## config.mk

```make
export PLATFORM = sky130hd
export DESIGN_NAME = fwh_hdr_dec
export DESIGN_NICKNAME = d
export VERILOG_FILES = /design/src/rtl/fwh_hdr_pkg.sv /design/src/rtl/fwh_start_class.sv /design/src/rtl/fwh_addr_collect.sv /design/src/rtl/fwh_hdr_dec.sv
export SDC_FILE = /design/constraint.sdc
export NUM_CORES = 1
export LEC_CHECK = 0
export BUFFER_PORTS_ARGS = -buffer_cell sky130_fd_sc_hd__buf_2
export CAP_MARGIN = 20
export CORE_UTILIZATION = 45
export CTS_BUF_LIST = sky130_fd_sc_hd__clkbuf_16
export CTS_CLUSTER_DIAMETER = 50
export DETAILED_ROUTE_END_ITERATION = 12
export PLACE_DENSITY = 0.73
export SLEW_MARGIN = 20
export SYNTH_ARGS = -nofsm -noshare
export SYNTH_HDL_FRONTEND = slang
export SYNTH_SLANG_ARGS = --single-unit
```

## constraint.sdc

```tcl
create_clock -name clk -period 2.85 [get_ports clk]
set_input_delay 0.285 -clock clk [delete_from_list [all_inputs] [get_ports clk]]
set_output_delay 0.285 -clock clk [all_outputs]
set_load 0.1 [all_outputs]
```

## src/rtl/fwh_hdr_pkg.sv

```systemverilog
package fwh_hdr_pkg;

    typedef enum logic [1:0] {
        ST_IDLE  = 2'd0,
        ST_IDSEL = 2'd1,
        ST_ADDR  = 2'd2,
        ST_SIZE  = 2'd3
    } fwh_state_e;

    localparam logic [3:0] START_RD = 4'b1101;
    localparam logic [3:0] START_WR = 4'b1110;
    localparam logic [3:0] SIZE_ONE = 4'b0000;

endpackage

```

## src/rtl/fwh_start_class.sv

```systemverilog
module fwh_start_class
    import fwh_hdr_pkg::*;
(
    input  logic [3:0] nib,
    output logic       hit,
    output logic       is_write
);
    always_comb begin
        hit      = (nib == START_RD) || (nib == START_WR);
        is_write = (nib == START_WR);
    end
endmodule

```

## src/rtl/fwh_addr_collect.sv

```systemverilog
module fwh_addr_collect #(
    parameter int NIBBLES = 7,
    localparam int AW = 4 * NIBBLES
) (
    input  logic          clk,
    input  logic          rst,
    input  logic          shift_en,
    input  logic [3:0]    nib,
    output logic [AW-1:0] addr
);
    logic [AW-1:0] addr_d, addr_q;

    always_comb begin
        addr_d = addr_q;
        if (shift_en) addr_d = {addr_q[AW-5:0], nib};
    end

    always_ff @(posedge clk) begin
        if (rst) addr_q <= '0;
        else     addr_q <= addr_d;
    end

    assign addr = addr_q;
endmodule

```

## src/rtl/fwh_hdr_dec.sv

```systemverilog
module fwh_hdr_dec
    import fwh_hdr_pkg::*;
#(
    parameter int ADDR_NIBBLES = 7,
    parameter int OUT_AW       = 18,
    parameter int SPACE_BIT    = 22
) (
    input  logic              clk,
    input  logic              rst,
    input  logic              frame_n,
    input  logic [3:0]        lad,
    input  logic [3:0]        id_strap,
    output logic              req_valid,
    output logic              req_write,
    output logic              req_array,
    output logic [OUT_AW-1:0] req_addr,
    output logic              hdr_err,
    output logic              hdr_ignore
);
    localparam int AW    = 4 * ADDR_NIBBLES;
    localparam int CNT_W = (ADDR_NIBBLES > 1) ? $clog2(ADDR_NIBBLES) : 1;
    localparam logic [CNT_W-1:0] CNT_LAST = CNT_W'(ADDR_NIBBLES - 1);

    typedef struct packed {
        fwh_state_e       st;
        logic             wr;
        logic [CNT_W-1:0] cnt;
        logic             vld;
        logic             err;
        logic             ign;
    } ctl_t;

    ctl_t ctl_d, ctl_q;

    logic          start_hit;
    logic          start_wr;
    logic          shift_en;
    logic [AW-1:0] addr_full;

    fwh_start_class u_start (
        .nib      (lad),
        .hit      (start_hit),
        .is_write (start_wr)
    );

    assign shift_en = frame_n && (ctl_q.st == ST_ADDR);

    fwh_addr_collect #(.NIBBLES(ADDR_NIBBLES)) u_addr (
        .clk      (clk),
        .rst      (rst),
        .shift_en (shift_en),
        .nib      (lad),
        .addr     (addr_full)
    );

    always_comb begin
        ctl_d     = ctl_q;
        ctl_d.vld = 1'b0;
        ctl_d.err = 1'b0;
        ctl_d.ign = 1'b0;
        if (!frame_n) begin
            // Every low-frame clock re-arms; the last one decides.
            if (start_hit) begin
                ctl_d.st = ST_IDSEL;
                ctl_d.wr = start_wr;
            end else begin
                ctl_d.st = ST_IDLE;
            end
        end else begin
            case (ctl_q.st)
                ST_IDLE: ctl_d.st = ST_IDLE;
                ST_IDSEL: begin
                    if (lad == id_strap) begin
                        ctl_d.st  = ST_ADDR;
                        ctl_d.cnt = '0;
                    end else begin
                        ctl_d.st  = ST_IDLE;
                        ctl_d.ign = 1'b1;
                    end
                end
                ST_ADDR: begin
                    if (ctl_q.cnt == CNT_LAST) ctl_d.st = ST_SIZE;
                    else                       ctl_d.cnt = ctl_q.cnt + 1'b1;
                end
                ST_SIZE: begin
                    ctl_d.st = ST_IDLE;
                    if (lad == SIZE_ONE) ctl_d.vld = 1'b1;
                    else                 ctl_d.err = 1'b1;
                end
                default: ctl_d.st = ST_IDLE;
            endcase
        end
    end

    always_ff @(posedge clk) begin
        if (rst) begin
            ctl_q.st  <= ST_IDLE;
            ctl_q.wr  <= 1'b0;
            ctl_q.cnt <= '0;
            ctl_q.vld <= 1'b0;
            ctl_q.err <= 1'b0;
            ctl_q.ign <= 1'b0;
        end else begin
            ctl_q <= ctl_d;
        end
    end

    assign req_valid  = ctl_q.vld;
    assign req_write  = ctl_q.wr;
    assign req_array  = addr_full[SPACE_BIT];
    assign req_addr   = addr_full[OUT_AW-1:0];
    assign hdr_err    = ctl_q.err;
    assign hdr_ignore = ctl_q.ign;
endmodule

```

## Word level (Yosys, flattened, before mapping)

Index checks and enable logic that the tools add are counted.

- Equal/unequal tests: 10
- Bitwise operators: 3
- Muxes and demuxes: 11
- Add/subtract/negate cells: 1
- Reductions and logical operators: 10

Operators by type and width:

| cell | number |
|---|---|
| 4-bit equality test (second input constant) | 2 |
| 2-bit 2-to-1 mux | 3 |
| 3-bit 2-to-1 mux | 2 |
| 2-bit one-hot mux with 3 select lines | 1 |
| 3-bit one-hot mux with 2 select lines | 1 |
| 3-bit OR reduction | 2 |
| 2-bit equality test (second input constant) | 2 |
| 4-bit equality test | 1 |
| 4-bit zero test | 1 |
| 1-bit 2-to-1 mux | 4 |
| 2-bit != test (second input constant) | 2 |
| 4-bit AND reduction | 1 |
| 3-bit by 1-bit adder with 3-bit output (second input constant) | 1 |
| 3-bit equality test (second input constant) | 1 |
| 3-bit by 2-bit != test with 1-bit output (second input constant) | 1 |
| 1-bit inverter | 3 |
| 2-bit by 1-bit equality test with 1-bit output (second input constant) | 1 |
| 2-bit zero test | 1 |
| 2-bit AND reduction | 1 |
| 2-bit nonzero test | 1 |
| 2-bit OR reduction | 1 |
| 1-bit logical AND | 1 |
| 1-bit logical OR | 1 |

- Bits of input ports: 11
- Output and inout bits: 23
- Register bits: 32
- Logic and storage cells: 42

## Depth between registers and ports, before layout

- Word-level depth: 4
- Gate-level depth with buffers: 7

## Cells and area by module

A second synthesis with hierarchy kept.

- Cell total of the unflattened synthesis: 158
- Area, all modules: 1605.3 sq um

Modules (own cells, without submodules):

| module | area each (sq um) | times used | cells each | seq. area each (sq um) |
|---|---|---|---|---|
| fwh_addr_collect | 1012.2 | 1 | 90 | 560.5 |
| fwh_hdr_dec | 569.3 | 1 | 64 | 180.2 |
| fwh_start_class | 23.8 | 1 | 4 | 0.0 |

## Worst setup path before layout

Ideal clock, no wire load.

- Path type: reg-to-reg
- Start: reg ctl_q[7] in the netlist's numbering
- End: reg ctl_q[4] in the netlist's numbering
- Data arrival time: 1.507 ns
- Period minus slack after synthesis: 1.578 ns
- Setup slack: 1.272 ns
- Cell stages (with the launch flop): 7
- Buffers on the path: 0
- Cells stage by stage: dfxtp_1 > inv_1 > ha_1 > nor2b_1 > nand2_1 > or4b_1 > a21oi_1

- Cells in the longest elaborated chain, start to end: 3
- Elaborated cells on any way between the ends: 7
- Those cells by class: 4 x eq/ne; 1 x mux; 2 x reduce/logical

Ends and longest elaborated chain:

| element | RTL line | text |
|---|---|---|
| from (decl) | fwh_hdr_dec.sv:33 | `ctl_t ctl_d, ctl_q;` |
| from (signal assigned) | fwh_hdr_dec.sv:104 | `ctl_q <= ctl_d;` |
| 2-bit by 1-bit equality test with 1-bit output or 2-bit equality test (tied branches) | fwh_hdr_dec.sv:70 | `case (ctl_q.st)` |
| 2-bit != test (no line) or 2-bit nonzero test (tied branches) | n/a |  |
| 4-bit AND reduction (no line) | n/a |  |

Several ways; a longest one is shown, not always the timed one.
A chain may end at the register's enable or synchronous reset.

## Worst setup path in the final report

Ends and elaborated chain as after synthesis.

==> results.cfg <==
[placement]
gp_congestion = 0.809
portBuffers = 33
dp_worst_setup_slack_ps = 1140
place_area_mm2 = 0.00143
dp_hpwl_mm = 1.78

[timing]
skew_ps = 3.93
layout_min_cycle_time_ps = 1730
setup_violations = 0
finalSetupTns_ps = 0
relSlewSlack_pct = 59.1
max_freq_mhz = 579
fin_crit_sh_pct = 60.6
hold_viol_final = 0
timing.final.ws_setup_ps = 1120
drv_slew = 0
rsz0062_at_grt = no
worst_slew_pin_slew_ps = 613

[yosys]
ys_seq_area_share_pct = 42.0
synth_largest_area_cell = dfxtp_1
ys_types = 33
synth_top_cell_area_share_pct = 42.0
synth_fp_nets = 185
yosysWarnings = 0
synth_area_leaders = dfxtp_1, nand2_1, buf_4
syn_area_mm2 = 0.00138
synth_area_per_cell_um2 = 8.17
synthCells = 169
ys_seq_elements = 29

[die]
die_y_um = 57.4
die_area_mm2 = 0.00330
io_pins = 34
core.rowCount = 19
die_w_um = 57.4
initial_utilization_pct = 48.8
core_mm2 = 0.00283

[pwr]
pwr-share-seq_pct = 43.2
p_sw_share_pct = 21.6
irDropWorstVdd_uv = 442
total_power_mw = 0.946
p_leak_nw = 0.646
power_frac_comb_pct = 5.0
p_sw_mw = 0.204
power_density_mw_per_mm2 = 603
p_int_mw = 0.742
clkPwrFrac_pct = 51.8

[worst_setup_path]
crit_start = ctl_q[7]$_SDFFE_PP0P_
critical_path_class = flip-flop to flip-flop
r2r-end = ctl_q[4]$_SDFFE_PP0P_
r2r_setup_slack_ps = 1120
end_kind = flip-flop
start_kind = flip-flop
cp_max_fo = 5
cp_slowest_cell = or4b_1
reg2reg_from = ctl_q[7]$_SDFFE_PP0P_
cp.arrival_ps = 1930
crit_required_ps = 3050
worstPathCellList = inv_1 > ha_1 > nor2b_1 > nand2_1 > or4b_1 > a21oi_1
slowest_delay_ps = 490
r2r.worst_path.cells = 6

[grt]
grt_pass1_vias = 1015
grt_pass1_wl_mm = 4.43
globalRouteTotalUtil_pct = 17.6
antenna_found_initial = 0
grt_max_degree = 28
gr-total-overflow = 0

[route]
drt_pass1_iterations = 8
wl_per_cell_um = 11.6
drtAntennaViolNets = 0
drt-initial-drc-count = 30
drc_errors = 1
wl_met1_mm = 1.17
wl_met2_mm = 1.19
maxUsedRoutingLayer = met4
vias = 1082
wl_met3_um = 92
wirelength_mm = 2.50
viasPerCell = 5.01

[cts]
post-cts-setup-buffers = 0
hold_buffers = 0
numCtsBuffers = 5
cts_tree = done
path_clk_slew_ps = 50
htree_levels = 2
cts_sinks = 29
clk_latency_ps = 270
ctsResizeCount = 0
cts_buffer_depth = 2
root_buffer = clkbuf_16

[final_layout]
areaGrowthSynthToFinish_pct = 13.6
finalNetCount = 200
nFillCells = 259
fin_area_mm2 = 0.00157
multi_input_area_um2 = 619
drive_gt1_share_pct = 25.4
antenna_cells = 0
ff_latch_area_um2 = 581

[min_path]
hp-start = lad[0]
hp-class = primary input to flip-flop
hold_end = u_addr.addr[0]$_SDFFE_PP0P_
worstHoldPathCells = 3

[job]
drv_cap = 0

[outcome]
violations = DRC
status = finished with violations
cell type report:
| class | instances | area share, % |
|---|---|---|
| Tap cell | 31 | 2.47 |
| Sequential cell | 29 | 37.0 |
| Inverter | 4 | 0.957 |
| Clock buffer | 5 | 7.97 |
| Clock inverter | 3 | 1.12 |
| Multi-Input combinational cell | 110 | 39.5 |
| Timing Repair Buffer | 34 | 11.0 |
cell usage in the layout (no fill, tap or decap), types with 2 or more instances in the layout:
cell       instances
nor2b_1            2
xnor2_1            2
clkbuf_16          5
buf_2             33
nand2_1           49
nor2_1             4
o21ai_0            2
ha_1               5
dfxtp_1           29
xnor2_2            2
clkinv_2           2
a21oi_1           24
inv_1              4
critical path, delay by kind of cell (launching register included):
family | cells | cell delay (ps)
simple gates | 3 | 800
buf+inv | 1 | 60
flops | 1 | 370
compound gates | 1 | 140
fa+ha+maj | 1 | 290
synth_stat cells (all sizes together):
| cell | n |
|---|---|
| nand2 | 49 |
| dfxtp | 29 |
| a21oi | 24 |
| buf | 19 |
| clkbuf | 7 |
| ha | 5 |
| inv | 4 |
| nor2 | 4 |
| xnor2 | 4 |
| and2 | 2 |
| nor2b | 2 |
| o21ai | 2 |
| a31oi | 1 |
| a41oi | 1 |
| and3 | 1 |
| and3b | 1 |
| mux2i | 1 |
| nand3 | 1 |
| nand4 | 1 |
| nand4b | 1 |
| nor3 | 1 |
| nor4bb | 1 |
| o21a | 1 |
| o221ai | 1 |
| o22a | 1 |
| o31ai | 1 |
| o41ai | 1 |
| or4 | 1 |
| or4b | 1 |
| xor2 | 1 |
per-layer routing:
| metal | GRT usage, % | vias to the layer above |
|---|---|---|
| met5 | 0 | - |
| met4 | 9.41 | 0 |
| met3 | 4.99 | 4 |
| met2 | 29.2 | 17 |
| met1 | 20.4 | 490 |
| li1 | - | 571 |
through the flow:
stage	hold WS (ps)	utilization [%]	std cells
finish	308	55.5	216
global route	327	55.5	216
CTS	311	55.5	216
detailed placement	444	50.4	208
global placement	438	50.4	208
floorplan	421	-	169
kinds of logic after synthesis:
| kind of cell | Yosys count | share of synthesized area (%) |
|---|---|---|
| adder cells (fa/ha/maj) | 5 | 4.53 |
| buffers and inverters | 30 | 13.1 |
| AND/OR/NAND/NOR | 66 | 21.3 |
| AO/OA/AOI/OAI | 33 | 14.0 |
| multiplexers | 1 | 0.725 |
| flip-flops | 29 | 42.0 |
| XOR/XNOR | 5 | 4.26 |
worst max path at each step:
stage / slack, ps / end / depth (start not counted)
floorplan: 1270 / ctl_q[4]$_SDFFE_PP0P_ / 6
global placement: 1220 / ctl_q[4]$_SDFFE_PP0P_ / 6
detailed placement: 1140 / ctl_q[4]$_SDFFE_PP0P_ / 6
CTS: 1120 / ctl_q[4]$_SDFFE_PP0P_ / 6
global route: 1010 / ctl_q[4]$_SDFFE_PP0P_ / 6
finish: 1120 / ctl_q[4]$_SDFFE_PP0P_ / 6
power groups by stage:
stage          registers [mW]  logic (mW)  clock network [mW]
6_report                0.409      0.0473               0.490
5_1_grt                 0.408      0.0524               0.516
4_1_cts                 0.409      0.0474               0.502
3_5_place_dp            0.417      0.0472                   0
3_3_place_gp            0.417      0.0457                   0
2_1_floorplan           0.422      0.0254                   0
sequential cells by signal, summed over array words and instances, names as in the netlist:
name         cells
hdr_ignore       1
ctl_q            5
req_write        1
req_valid        1
hdr_err          1
u_addr.addr     20
Note: power is estimated with default switching activity, not from simulation.
